$ cat config.mk
export PLATFORM = sky130hd
export DESIGN_NAME = ddr2_bank_guard
export DESIGN_NICKNAME = d
export VERILOG_FILES = /design/src/rtl/ddr2_guard_pkg.sv /design/src/rtl/ddr2_bank_slot.sv /design/src/rtl/ddr2_latency_cfg.sv /design/src/rtl/ddr2_refresh_timer.sv /design/src/rtl/ddr2_bank_guard.sv
export SDC_FILE = /design/constraint.sdc
export NUM_CORES = 1
export LEC_CHECK = 0
export ABC_AREA = 0
export BUFFER_PORTS_ARGS = -buffer_cell sky130_fd_sc_hd__buf_2
export CORE_ASPECT_RATIO = 1.25
export CORE_MARGIN = 5
export CORE_UTILIZATION = 50
export CTS_CLUSTER_DIAMETER = 150
export DETAILED_ROUTE_END_ITERATION = 8
export PLACE_DENSITY_LB_ADDON = 0.2
export SLEW_MARGIN = 15
export SYNTH_ARGS = -nofsm -noshare
export SYNTH_HDL_FRONTEND = slang
export SYNTH_SLANG_ARGS = --single-unit
$ cat constraint.sdc
create_clock -name clk -period 7.1 [get_ports clk]
set_input_delay 1.42 -clock clk [delete_from_list [all_inputs] [get_ports clk]]
set_output_delay 1.42 -clock clk [all_outputs]
set_load 0.05 [all_outputs]
$ cat src/rtl/ddr2_guard_pkg.sv
package ddr2_guard_pkg;
  typedef enum logic [2:0] {
    OP_NOP  = 3'd0,
    OP_ACT  = 3'd1,
    OP_RD   = 3'd2,
    OP_WR   = 3'd3,
    OP_PRE  = 3'd4,
    OP_PREA = 3'd5,
    OP_REF  = 3'd6,
    OP_RSV  = 3'd7
  } op_e;

  typedef enum logic [2:0] {
    RS_OK    = 3'd0,
    RS_CFG   = 3'd1,
    RS_NOROW = 3'd2,
    RS_OPEN  = 3'd3,
    RS_TRCD  = 3'd4,
    RS_TRP   = 3'd5,
    RS_TRAS  = 3'd6,
    RS_BUS   = 3'd7
  } reason_e;
endpackage

$ cat src/rtl/ddr2_bank_slot.sv
module ddr2_bank_slot #(
  parameter int ROW_W = 14,
  parameter int TW    = 5
) (
  input  logic             clk,
  input  logic             rst,
  input  logic [TW-1:0]    cfg_trcd,
  input  logic [TW-1:0]    cfg_trp,
  input  logic [TW-1:0]    cfg_tras,
  input  logic             act_i,
  input  logic [ROW_W-1:0] act_row_i,
  input  logic             close_i,
  input  logic             ap_i,
  output logic             open_o,
  output logic             pend_o,
  output logic [ROW_W-1:0] row_o,
  output logic [TW-1:0]    trcd_left_o,
  output logic [TW-1:0]    trp_left_o,
  output logic [TW-1:0]    tras_left_o
);
  function automatic logic [TW-1:0] step_down(input logic [TW-1:0] v);
    return (v == '0) ? '0 : v - 1'b1;
  endfunction

  logic ap_fire;
  assign ap_fire = pend_o && (tras_left_o == '0);

  always_ff @(posedge clk) begin
    if (rst) begin
      open_o      <= 1'b0;
      pend_o      <= 1'b0;
      row_o       <= '0;
      trcd_left_o <= '0;
      trp_left_o  <= '0;
      tras_left_o <= '0;
    end else begin
      trcd_left_o <= step_down(trcd_left_o);
      trp_left_o  <= step_down(trp_left_o);
      tras_left_o <= step_down(tras_left_o);
      if (act_i) begin
        open_o      <= 1'b1;
        pend_o      <= 1'b0;
        row_o       <= act_row_i;
        trcd_left_o <= step_down(cfg_trcd);
        tras_left_o <= step_down(cfg_tras);
      end else if (close_i || ap_fire) begin
        open_o     <= 1'b0;
        pend_o     <= 1'b0;
        trp_left_o <= step_down(cfg_trp);
      end else if (ap_i) begin
        pend_o <= 1'b1;
      end
    end
  end
endmodule

$ cat src/rtl/ddr2_latency_cfg.sv
module ddr2_latency_cfg #(
  parameter int LW = 4
) (
  input  logic          clk,
  input  logic [2:0]    cfg_cl,
  input  logic [2:0]    cfg_al,
  output logic          cfg_ok,
  output logic [LW-1:0] rd_lat,
  output logic [LW-1:0] wr_lat
);
  logic [LW-1:0] sum;
  assign sum    = LW'(cfg_al) + LW'(cfg_cl);
  assign cfg_ok = (cfg_cl >= 3'd3) && (cfg_cl <= 3'd6) && (cfg_al <= 3'd5);

  always_ff @(posedge clk) begin
    rd_lat <= sum;
    wr_lat <= sum - 1'b1;
  end
endmodule

$ cat src/rtl/ddr2_refresh_timer.sv
module ddr2_refresh_timer #(
  parameter int RW = 16
) (
  input  logic          clk,
  input  logic          rst,
  input  logic [RW-1:0] cfg_trefi,
  input  logic          refresh_i,
  output logic          due_o
);
  logic [RW-1:0] elapsed, elapsed_nx;

  always_comb begin
    if (refresh_i)            elapsed_nx = '0;
    else if (elapsed == '1)   elapsed_nx = elapsed;
    else                      elapsed_nx = elapsed + 1'b1;
  end

  always_ff @(posedge clk) begin
    if (rst) begin
      elapsed <= '0;
      due_o   <= 1'b0;
    end else begin
      elapsed <= elapsed_nx;
      due_o   <= (elapsed_nx >= cfg_trefi);
    end
  end
endmodule

$ cat src/rtl/ddr2_bank_guard.sv
module ddr2_bank_guard
  import ddr2_guard_pkg::*;
#(
  parameter  int NB     = 8,
  parameter  int ROW_W  = 14,
  parameter  int AP_BIT = 10,
  parameter  int TW     = 5,
  parameter  int RW     = 16,
  parameter  int LW     = 4,
  localparam int BA_W   = $clog2(NB)
) (
  input  logic                clk,
  input  logic                rst,
  input  logic [2:0]          cmd_op,
  input  logic [BA_W-1:0]     cmd_bank,
  input  logic [ROW_W-1:0]    cmd_addr,
  input  logic [2:0]          cfg_cl,
  input  logic [2:0]          cfg_al,
  input  logic                cfg_bl8,
  input  logic [TW-1:0]       cfg_trcd,
  input  logic [TW-1:0]       cfg_trp,
  input  logic [TW-1:0]       cfg_tras,
  input  logic [RW-1:0]       cfg_trefi,
  output logic                res_valid,
  output logic                res_ok,
  output logic [2:0]          res_reason,
  output logic [NB-1:0]       bank_open,
  output logic [NB*ROW_W-1:0] bank_row,
  output logic [LW-1:0]       rd_lat,
  output logic [LW-1:0]       wr_lat,
  output logic                ref_due
);
  localparam int GW = 3;

  op_e           op;
  reason_e       verdict;
  logic          cfg_ok, is_cmd, legal, is_col;
  logic [NB-1:0] b_pend, trp_nz, tras_nz, act_v, close_v, ap_v;
  logic [TW-1:0] trcd_left [NB];
  logic [TW-1:0] trp_left  [NB];
  logic [TW-1:0] tras_left [NB];
  logic [GW-1:0] gap_left;

  assign op     = op_e'(cmd_op);
  assign is_cmd = (op != OP_NOP) && (op != OP_RSV);
  assign is_col = (op == OP_RD) || (op == OP_WR);

  ddr2_latency_cfg #(.LW(LW)) u_lat (
    .clk(clk), .cfg_cl(cfg_cl), .cfg_al(cfg_al),
    .cfg_ok(cfg_ok), .rd_lat(rd_lat), .wr_lat(wr_lat)
  );

  always_comb begin
    verdict = RS_OK;
    unique case (op)
      OP_ACT: begin
        if (bank_open[cmd_bank])    verdict = RS_OPEN;
        else if (trp_nz[cmd_bank])  verdict = RS_TRP;
      end
      OP_RD, OP_WR: begin
        if (!bank_open[cmd_bank] || b_pend[cmd_bank]) verdict = RS_NOROW;
        else if (trcd_left[cmd_bank] > TW'(cfg_al))    verdict = RS_TRCD;
        else if (gap_left != '0)                       verdict = RS_BUS;
      end
      OP_PRE:  if (bank_open[cmd_bank] && tras_nz[cmd_bank]) verdict = RS_TRAS;
      OP_PREA: if (|(bank_open & tras_nz))                   verdict = RS_TRAS;
      OP_REF: begin
        if (|bank_open)    verdict = RS_OPEN;
        else if (|trp_nz)  verdict = RS_TRP;
      end
      default: verdict = RS_OK;
    endcase
    if (is_cmd && !cfg_ok) verdict = RS_CFG;
  end

  assign legal = is_cmd && (verdict == RS_OK);

  for (genvar i = 0; i < NB; i++) begin : g_bank
    logic hit;
    assign hit        = (cmd_bank == BA_W'(i));
    assign act_v[i]   = legal && (op == OP_ACT) && hit;
    assign close_v[i] = legal && (((op == OP_PRE) && hit && bank_open[i]) || (op == OP_PREA));
    assign ap_v[i]    = legal && is_col && hit && cmd_addr[AP_BIT];
    assign trp_nz[i]  = (trp_left[i] != '0);
    assign tras_nz[i] = (tras_left[i] != '0);

    ddr2_bank_slot #(.ROW_W(ROW_W), .TW(TW)) u_slot (
      .clk(clk), .rst(rst),
      .cfg_trcd(cfg_trcd), .cfg_trp(cfg_trp), .cfg_tras(cfg_tras),
      .act_i(act_v[i]), .act_row_i(cmd_addr),
      .close_i(close_v[i]), .ap_i(ap_v[i]),
      .open_o(bank_open[i]), .pend_o(b_pend[i]),
      .row_o(bank_row[i*ROW_W +: ROW_W]),
      .trcd_left_o(trcd_left[i]), .trp_left_o(trp_left[i]),
      .tras_left_o(tras_left[i])
    );
  end

  ddr2_refresh_timer #(.RW(RW)) u_ref (
    .clk(clk), .rst(rst), .cfg_trefi(cfg_trefi),
    .refresh_i(legal && (op == OP_REF)), .due_o(ref_due)
  );

  always_ff @(posedge clk) begin
    if (rst) begin
      gap_left   <= '0;
      res_valid  <= 1'b0;
      res_ok     <= 1'b0;
      res_reason <= RS_OK;
    end else begin
      if (legal && is_col) gap_left <= cfg_bl8 ? GW'(3) : GW'(1);
      else if (gap_left != '0) gap_left <= gap_left - 1'b1;
      res_valid  <= is_cmd;
      res_ok     <= legal;
      res_reason <= is_cmd ? verdict : RS_OK;
    end
  end
endmodule

## Word level (Yosys, flattened, before mapping)

Index checks and enable logic that the tools add are counted.

- Memories: 0
- Output and inout bits: 134
- Bits in writable memories: 0
- Input port bits: 60
- Register bits: 281
- Logic and storage cells: 368
- Memory bits (read-only): 0
- Latch bits: 0

- Equality and inequality tests: 15
- Shift operators: 0
- Div/mod/pow operators: 0
- $mul: 0
- $add $sub $neg: 31
- Reductions and logical operators: 154
- Mux-type cells: 102
- Magnitude comparators: 7
- Bitwise operators: 3

Operators with widths:

| kind | number |
|---|---|
| 5-bit two-way mux | 61 |
| 5-bit zero test | 27 |
| 5-bit by 1-bit subtractor with 5-bit output (second input constant) | 27 |
| 5-bit nonzero test | 16 |
| 1-bit logical AND | 65 |
| 3-bit two-way mux | 12 |
| 16-bit two-way mux | 2 |
| 3-bit OR reduction | 8 |
| 8-bit OR reduction | 3 |
| 3-bit equality test (second input constant) | 7 |
| 1-bit two-way mux | 20 |
| 1-bit logical OR | 18 |
| 2-bit nonzero test | 9 |
| 16-bit by 1-bit adder with 16-bit output (second input constant) | 1 |
| 16-bit equality test (second input constant) | 1 |
| 16-bit >= comparator | 1 |
| 5-bit binary-select mux with 3-bit select | 1 |
| 3-bit case mux with 5 select lines | 1 |
| 1-bit binary-select mux with 3-bit select | 4 |
| 3-bit by 2-bit equality test with 1-bit output (second input constant) | 4 |
| 8-bit bitwise AND | 1 |
| 3-bit by 1-bit equality test with 1-bit output (second input constant) | 2 |
| 3-bit <= comparator (second input constant) | 2 |
| 3-bit zero test | 2 |
| 14 further kinds | 17 |

## Depth between registers and ports, before layout

Gate-level depths: netlist of the first run.

- Word-level depth: 15
- Depth in mapped cells: 26
- Gate-level depth less buffers: 22

## By module

Synthesis of the first run repeated with hierarchy kept, for this count alone.

- Cell total of the unflattened synthesis: 1774
- Area, all modules: 15553.7 um^2

Modules (own cells, without submodules):

| module | times used | seq. area each (um^2) | area each (um^2) | cells an instance |
|---|---|---|---|---|
| ddr2_bank_slot | 8 | 620.6 | 1492.7 | 164 |
| ddr2_bank_guard | 1 | 160.2 | 1871.8 | 249 |
| ddr2_refresh_timer | 1 | 340.3 | 1420.1 | 184 |
| ddr2_latency_cfg | 1 | 160.2 | 320.3 | 29 |

## Worst setup path after synthesis of the first run

No wires, ideal clock.

- Path kind: input-to-reg
- Start point: input cmd_bank[0]
- End point: register u_ref.due_o
- Stages on the path: 26
- Arrival time: 6.028 ns
- Library setup time: 0.134 ns
- Data required time: 6.966 ns
- Setup slack: 0.938 ns
- Buffers on the path: 4
- Cell sequence: buf_4 -> buf_2 -> buf_2 -> mux4_2 -> nand2_1 -> o21ai_0 -> ha_1 -> nor2b_1 -> o21ai_0 -> a32oi_1 -> nand2b_1 -> o211a_1 -> or3_1 -> buf_2 -> nor4_4 -> nand2b_1 -> ha_1 -> nand2b_1 -> a21o_1 -> a21o_1 -> a21o_1 -> a21o_1 -> a21oi_1 -> o21ai_0 -> a31oi_1 -> a211oi_1

- Cells in the longest elaborated chain, start to end: 14
- Elaborated cells on any way between the ends: 28
- Classes of those cells: 2 x order compare; 19 x mux; 1 x bitwise; 6 x reduce/logical

RTL lines:

| element | line | source |
|---|---|---|
| from (decl) | ddr2_bank_guard.sv:15 | `input logic [BA_W-1:0] cmd_bank,` |
| 3-bit inverter with 4-bit output (not written as such) | ddr2_bank_guard.sv:62 | `else if (trcd_left[cmd_bank] > TW'(cfg_al)) verdict = RS_TRCD;` |
| 5-bit binary-select mux with 3-bit select | ddr2_bank_guard.sv:62 |  |
| 5-bit two-way mux (not written as such) (2 in a row) | ddr2_bank_guard.sv:62 |  |
| 5-bit by 3-bit > comparator with 1-bit output | ddr2_bank_guard.sv:62 |  |
| 3-bit two-way mux | ddr2_bank_guard.sv:62 |  |
| 3-bit two-way mux | ddr2_bank_guard.sv:61 | `if (!bank_open[cmd_bank] \|\| b_pend[cmd_bank]) verdict = RS_NOROW;` |
| 3-bit case mux with 5 select lines * | ddr2_bank_guard.sv:55 | `unique case (op)` |
| 3-bit two-way mux * | ddr2_bank_guard.sv:73 | `if (is_cmd && !cfg_ok) verdict = RS_CFG;` |
| 3-bit zero test * | ddr2_bank_guard.sv:76 | `assign legal = is_cmd && (verdict == RS_OK);` |
| 1-bit logical AND * | ddr2_bank_guard.sv:76 |  |
| 1-bit logical AND * | ddr2_bank_guard.sv:101 | `.refresh_i(legal && (op == OP_REF)), .due_o(ref_due)` |
| 16-bit two-way mux * | ddr2_refresh_timer.sv:13 | `if (refresh_i) elapsed_nx = '0;` |
| 16-bit >= comparator * | ddr2_refresh_timer.sv:24 | `due_o <= (elapsed_nx >= cfg_trefi);` |
| to (signal assigned) | ddr2_refresh_timer.sv:24 |  |
| to (decl) | ddr2_refresh_timer.sv:8 | `output logic due_o` |

Every way passes the cells marked *; elsewhere a longest branch is shown, timed or not. The select of a mux whose other input is x is not followed.
A chain may end at the register's enable or synchronous reset.

## Final worst setup path of the first run

- Start point: input cmd_bank[1]
- End point: register u_ref.due_o

- Cells in the longest elaborated chain, start to end: 14
- Elaborated cells on any way between the ends: 28
- Classes of those cells: 2 x order compare; 19 x mux; 1 x bitwise; 6 x reduce/logical

RTL lines:

| element | line | source |
|---|---|---|
| 3-bit inverter with 4-bit output (not written as such) | ddr2_bank_guard.sv:62 |  |
| 5-bit binary-select mux with 3-bit select | ddr2_bank_guard.sv:62 |  |
| 5-bit two-way mux (not written as such) (2 in a row) | ddr2_bank_guard.sv:62 |  |
| 5-bit by 3-bit > comparator with 1-bit output | ddr2_bank_guard.sv:62 |  |
| 3-bit two-way mux | ddr2_bank_guard.sv:62 |  |
| 3-bit two-way mux | ddr2_bank_guard.sv:61 |  |
| 3-bit case mux with 5 select lines * | ddr2_bank_guard.sv:55 |  |
| 3-bit two-way mux * | ddr2_bank_guard.sv:73 |  |
| 3-bit zero test * | ddr2_bank_guard.sv:76 |  |
| 1-bit logical AND * | ddr2_bank_guard.sv:76 |  |
| 1-bit logical AND * | ddr2_bank_guard.sv:101 |  |
| 16-bit two-way mux * | ddr2_refresh_timer.sv:13 |  |
| via u_ref.elapsed_nx[1] | ddr2_refresh_timer.sv:10 | `logic [RW-1:0] elapsed, elapsed_nx;` |
| 16-bit >= comparator * | ddr2_refresh_timer.sv:24 |  |

Mark *: on every way through the listed nets, which the timed path passes. The rest lies on a longest branch. The select of a mux whose other input is x is not followed.

==> results.toml, run 1 <==
[run_status]
status = "finished, final reports clean"

[routing]
ant_nets = 0
routed_via_density = 5.59
finalWirelength_um = 38600
route.detailed.wl_per_inst_um = 17.6
firstDrtPassIters = 7
drc = 0
first_iter_violations = 753
vias = 12300

[yosys]
seq_area_frac_synth = 0.410
synth-async-reset-ratio = 0
netlist.area_leader.share = 0.410
yosys-top-cells-area = "dfxtp_1 41%, nand2_1 8.8%, a21oi_1 7.4%"
syn_nets = 1806
ys.flop_type = "dfxtp_1"
synth_cell_types = 70
avgSynthCellArea_um2 = 8.11
synth_edf_count = 0
ys_ff_latch = 281
yosysTopAreaCell = "dfxtp_1"
syn-cell-area_um2 = 13700
synth_most_common_cell = "nand2_1"
yosys_warnings = 0
synthTopCellsByCount = "320 x nand2_1, 281 x dfxtp_1, 204 x a21oi_1"
netlist_instances = 1692

[global_route]
grt_max_degree = 95
antenna_found_initial = 3
overflow = 0
grt_usage = 0.244
grt_pass1_wl_um = 61900
grt_pass1_vias = 12000

[critical_path]
critPathRequiredTime_ns = 7.50
cp.arrival_ns = 6.23
crit_top_cell = "a21o_1"
crit_buf_inv = 2
endpoint_kind = "flip-flop"
cp-start-kind = "input port"
crit_fanout = 27
crit_chain = "buf_2, mux4_2, nand2_1, o21ai_0, ha_1, nor2b_1, o21ai_0, a32oi_1, nor3_1, a311o_2, nor4_4, buf_4, nor2_1, ha_1, a21o_1, a21o_1, a21o_1, a21o_1, a21oi_1, o21ai_0, a31oi_1, a211oi_1"
max_stage_delay_ns = 0.69
path_class = "in2reg"
cp_slowest_cell = "a311o_2"
crit_family = "compound AO/OA/AOI/OAI gates"

[power]
p_leak_nw = 6.62
cellPowerDensity_nw_per_um2 = 347
ir_drop_v = 0.000192

[job]
cap_violations = 0

[cells_and_area]
multi_input_area_um2 = 7320
area_growth_pct = 16.3
final.fill_count = 2477
layout.nets = 1937
drive_gt1_frac = 0.178
regArea_um2 = 5630

[sta]
setup_slack_ns = 1.27
period_needed_ns = 5.83
rsz0062_at_grt = "false"
slew_headroom = 0.309
setup_violations = 0
finalCritPeriodShare = 0.821
slew_violations = 0
tightestPinTransition_ns = 1.03
whs_ns = 0.447
clock_skew_ns = 0.0103
fin_setup_tns_ns = 0
final_hold_viol_count = 0
max_freq_mhz = 172

[clock_tree]
cts_tree = "done"
htreeDepth = 1
cts_buffers = 30
clock_latency_ns = 0.55
cts_resized = 0
ctsHoldBuffers = 0
clkSinkCount = 281
post-cts-setup-buffers = 0
cts_root_buf = "clkbuf_16"
path_clk_slew_ns = 0.06
clk_path_buf_depth = 3

[placement]
dp_hpwl_um = 27700
gp_congestion = 0.934
pre_cts_slack_ns = 0.755
place.port_buffers = 193

[floorplan]
die_w_um = 158
die_area_um2 = 30900
initial_utilization = 0.508
io_pins = 194
dieHeight_um = 195
placementRows = 67
core_area_um2 = 27000

[hold_path]
hp-class = "reg2reg"
## metrics by stage
step           instances  instance area, µm²  total power, mW   util
6_report            2193               16000             5.55  0.591
5_1_grt             2193               16000             5.92  0.591
4_1_cts             2191               15900             5.58  0.591
3_5_place_dp        2135               14800             3.76  0.548
3_3_place_gp        2135               14800             3.70  0.548
2_1_floorplan       1692               13700             3.35      -
## cells in the final DEF, fill, tap and decap left out, types with 8 or more instances in the layout
cell | synthesis | routed
nor3_1 | 101 | 101
and3_1 | 8 | 8
o21ai_0 | 13 | 13
xnor2_1 | 26 | 26
inv_1 | 85 | 85
ha_1 | 53 | 53
nand2_1 | 320 | 320
nor2_1 | 146 | 146
nor4b_2 | 14 | 14
mux4_2 | 8 | 8
nor2b_1 | 15 | 15
or3_1 | 32 | 32
mux2i_1 | 37 | 37
nor3_4 | 3 | 11
nand3b_1 | 11 | 11
a22oi_1 | 12 | 12
mux2_2 | 11 | 11
buf_2 | 33 | 192
mux2_1 | 9 | 9
xor2_1 | 31 | 31
nand3_1 | 19 | 19
nand2b_1 | 18 | 18
buf_4 | 11 | 16
a31oi_1 | 9 | 9
a211oi_1 | 12 | 12
dfxtp_1 | 281 | 281
clkbuf_16 | 0 | 31
o211ai_1 | 11 | 11
a21oi_1 | 204 | 204
bufinv_16 | 0 | 9
## layout make-up
class | instances | area share
multi-input combinational | 1213 | 0.458
clock inverter | 22 | 0.0224
timing repair buffer | 210 | 0.0694
sequential | 281 | 0.352
clock buffer | 34 | 0.0499
antenna | 1 | 0.000157
inverter | 87 | 0.0205
tap | 345 | 0.0270
## layer usage
layer / up-vias / track usage / share of wire
met1: 5739 / 0.294 / 0.40
met4: 4 / 0.0838 / 0.035
met3: 94 / 0.0602 / 0.078
met5: - / 0 / 0.00070
met2: 401 / 0.422 / 0.49
li1: 6020 / - / -
## where the power goes
part	switching (mW)	total (mW)	internal [mW]
Sequential	0.198	2.01	1.81
Combinational	0.967	1.74	0.770
Clock	0.668	1.80	1.14
## worst reg2reg max path: stages (launching register included)
cell and delay [ns]:
dfxtp_1 0.35, mux4_2 0.48, nand2_1 0.08, o21ai_0 0.09, ha_1 0.31, nor2b_1 0.13, o21ai_0 0.10, a32oi_1 0.32
nor3_1 0.12, a311o_2 0.69, nor4_4 0.40, buf_4 0.28, nor2_1 0.07, ha_1 0.27, a21o_1 0.16, a21o_1 0.17
a21o_1 0.17, a21o_1 0.17, a21oi_1 0.12, o21ai_0 0.10, a31oi_1 0.17, a211oi_1 0.07
## flip-flops by register name (all words and copies together), names as in the netlist
register,cells
g_bank.u_slot.tras_left_o,40
gap_left,3
u_ref.elapsed,16
g_bank.u_slot.trcd_left_o,40
g_bank.u_slot.pend_o,8
res_reason,3
res_ok,1
u_lat.wr_lat,4
g_bank.u_slot.trp_left_o,40
g_bank.u_slot.row_o,112
res_valid,1
u_ref.due_o,1
g_bank.u_slot.open_o,8
u_lat.rd_lat,4
## worst paths after layout
kind,cells past startpoint,to,slack [ns],startpoint
setup / recovery,22,u_ref.due_o,1.27,cmd_bank[1]
hold / removal,2,g_bank[5].u_slot.row_o[9],0.45,g_bank[5].u_slot.row_o[9]
setup reg to reg,21,u_ref.due_o,2.13,g_bank[7].u_slot.trcd_left_o[1]
hold reg to reg,2,g_bank[5].u_slot.row_o[9],0.45,g_bank[5].u_slot.row_o[9]
## cells by family (layout without fill, tap and decap cells)
logic type	after synthesis	in the layout	share of synthesized area
AOI/OAI and AO/OA	308	308	0.131
xor gates and xnor gates	57	57	0.0364
adders and majority gates	54	54	0.0498
buffers and inverters	198	353	0.0607
DFF	281	281	0.410
muxes	65	65	0.0565
other	0	1	0
and+or+nand+nor	729	729	0.255
Power figures use the tool's default switching activity.
==> run 2, diff against run 1 <==
clock period = 6.07 ns   (was 7.1 ns; I/O delays follow)
==> run 2 against run 1 <==
Count of clock-buffer cells in the layout grew 10. Global-route usage shrank 0.17 points. Power grew 11%. Combinational power grew 17%. Register-to-register slack lost 0.86 ns. Die area is the same. Core utilization shrank 0.69 points. Clock skew grew 0.0010 ns. Critical path type unchanged. Critical endpoint unchanged. Largest cell class unchanged.
==> results.toml, run 2 (synthesis results as in run 1) <==
[power]
p_leak_nw = 6.55
ir_drop_v = 0.000286
cellPowerDensity_nw_per_um2 = 389
p_total_mw = 6.14

[sta]
rsz0062_at_grt = "false"
fin_setup_tns_ns = 0
max_freq_mhz = 187
slew_headroom = 0.228
tightestPinTransition_ns = 1.16
final_hold_viol_count = 0
clock_skew_ns = 0.0113
setup_slack_ns = 0.708
slew_violations = 0
finalCritPeriodShare = 0.883
period_needed_ns = 5.36
setup_violations = 0

[global_route]
grt_pass1_vias = 12000
grt_pass1_wl_um = 61700
antenna_found_initial = 0
grt_max_degree = 140
overflow = 0
grt_usage = 0.243

[critical_path]
crit_family = "compound AO/OA/AOI/OAI gates"
max_stage_delay_ns = 0.53
cp.arrival_ns = 5.74
crit_buf_inv = 2
crit_top_cell = "a21o_1"
crit_fanout = 17
r2r_slack_ns = 1.27
cp_slowest_cell = "mux4_2"
timing.rr.start = "g_bank[0].u_slot.trcd_left_o[1]"
endpoint_kind = "flip-flop"
path_class = "in2reg"
rr_worst_depth = 22
cp-start-kind = "input port"
r2r_end = "u_ref.due_o"
critPathRequiredTime_ns = 6.45
crit_chain = "buf_2, mux4_2, nand2_1, o21ai_0, ha_1, nor2b_1, o21ai_0, a32oi_1, nand2b_1, o211a_1, or3_1, nor4_4, buf_4, nor2_1, ha_1, a21o_1, a21o_1, a21o_1, a21o_1, a21oi_1, o21ai_0, a31oi_1, a211oi_1"

[cells_and_area]
drive_gt1_frac = 0.175
utilization = 0.585
layout.nets = 1943
largest-register = "g_bank.u_slot.row_o"
layout.cells.most_common = "nand2_1"
diodes = 0
area_growth_pct = 15.0
largest_register_ffs = 112
final_cell_mix = "320 x nand2_1, 281 x dfxtp_1, 204 x a21oi_1"
final.fill_count = 2499
instances_no_fill = 2193

[routing]
first_iter_violations = 786
met1_length_um = 15600
finalWirelength_um = 38600
route.met3.wl_um = 3190
ant_nets = 0
wl_met2_um = 18700
highest_layer = "met4"
routed_via_density = 5.58
drc = 0
firstDrtPassIters = 5
vias = 12200
route.detailed.wl_per_inst_um = 17.6

[placement]
dp_cells = 2143
place.port_buffers = 193
dp_hpwl_um = 27400
pre_cts_slack_ns = 0.174
gp_congestion = 0.950

[floorplan]
core_area_um2 = 27000
die_area_um2 = 30900
die_w_um = 158
initial_utilization = 0.508
dieHeight_um = 195
io_pins = 194
placementRows = 67

[run_status]
status = "finished, final reports clean"

[clock_tree]
cts_root_buf = "clkbuf_16"
cts_resized = 0
clk_path_buf_depth = 3
clock_latency_ns = 0.54
cts_tree = "done"
post-cts-setup-buffers = 0
ctsHoldBuffers = 0
htreeDepth = 1
cts_buffers = 29
clkSinkCount = 281
path_clk_slew_ns = 0.06

[job]
cap_violations = 0

[hold_path]
hp-start = "g_bank[6].u_slot.row_o[11]"
holdPathStages = 2
hold_end = "g_bank[6].u_slot.row_o[11]"
hp-class = "reg2reg"
==> run 2: changes by cell type in the layout (fill, tap and decap cells not counted) <==
| cell | change |
|---|---|
| clkinv_2 | -3 |
| buf_8 | -1 |
| diode_2 | -1 |
| clkinvlp_4 | -3 |
| clkinv_4 | -3 |
| clkbuf_8 | +5 |
| bufinv_16 | -7 |
| clkbuf_1 | +7 |
| clkbuf_16 | -2 |
| buf_4 | +8 |
==> run 2: area by class of cell <==
| class | count | area (µm²) | share of cell area |
|---|---|---|---|
| repair buffers | 217 | 1150 | 0.0730 |
| clock buffers | 44 | 842 | 0.0534 |
| multi-input cells | 1213 | 7320 | 0.464 |
| inverters | 87 | 327 | 0.0207 |
| well taps | 345 | 432 | 0.0274 |
| flip-flops and latches | 281 | 5630 | 0.357 |
| clock inverters | 6 | 83.8 | 0.00531 |
==> run 2: power breakdown <==
| group | internal (mW) | switching (mW) |
|---|---|---|
| combinational | 0.908 | 1.13 |
| sequential | 2.12 | 0.233 |
| clock | 1.03 | 0.720 |
==> run 2: through the flow <==
step	area, µm²	hold slack (ns)
global route	15800	0.467
CTS	15800	0.449
finish	15800	0.449
detailed placement	14900	0.442
global placement	14900	0.435
floorplan	13700	0.454
==> run 2: per-layer routing <==
layer / GRT usage / up-vias
met5: 0 / -
met4: 0.0695 / 0
met3: 0.0589 / 76
met2: 0.425 / 409
met1: 0.294 / 5740
li1: - / 6009
==> run 2: worst min-delay path, cell delays in order (launching register included) <==
cell,delay (ns)
dfxtp_1,0.30
nand2_1,0.05
a21oi_1,0.05
==> run 2: worst max-delay path by stage <==
stage,slack (ns),end,depth (start not counted),from
after floorplan,0.11,u_ref.due_o,26,cmd_bank[0]
after global placement,0.26,u_ref.due_o,23,cmd_bank[0]
after detailed placement,0.17,u_ref.due_o,23,cmd_bank[0]
after CTS,0.72,u_ref.due_o,23,cmd_bank[0]
after global routing,0.37,u_ref.due_o,22,cmd_bank[0]
final,0.71,u_ref.due_o,23,cmd_bank[0]
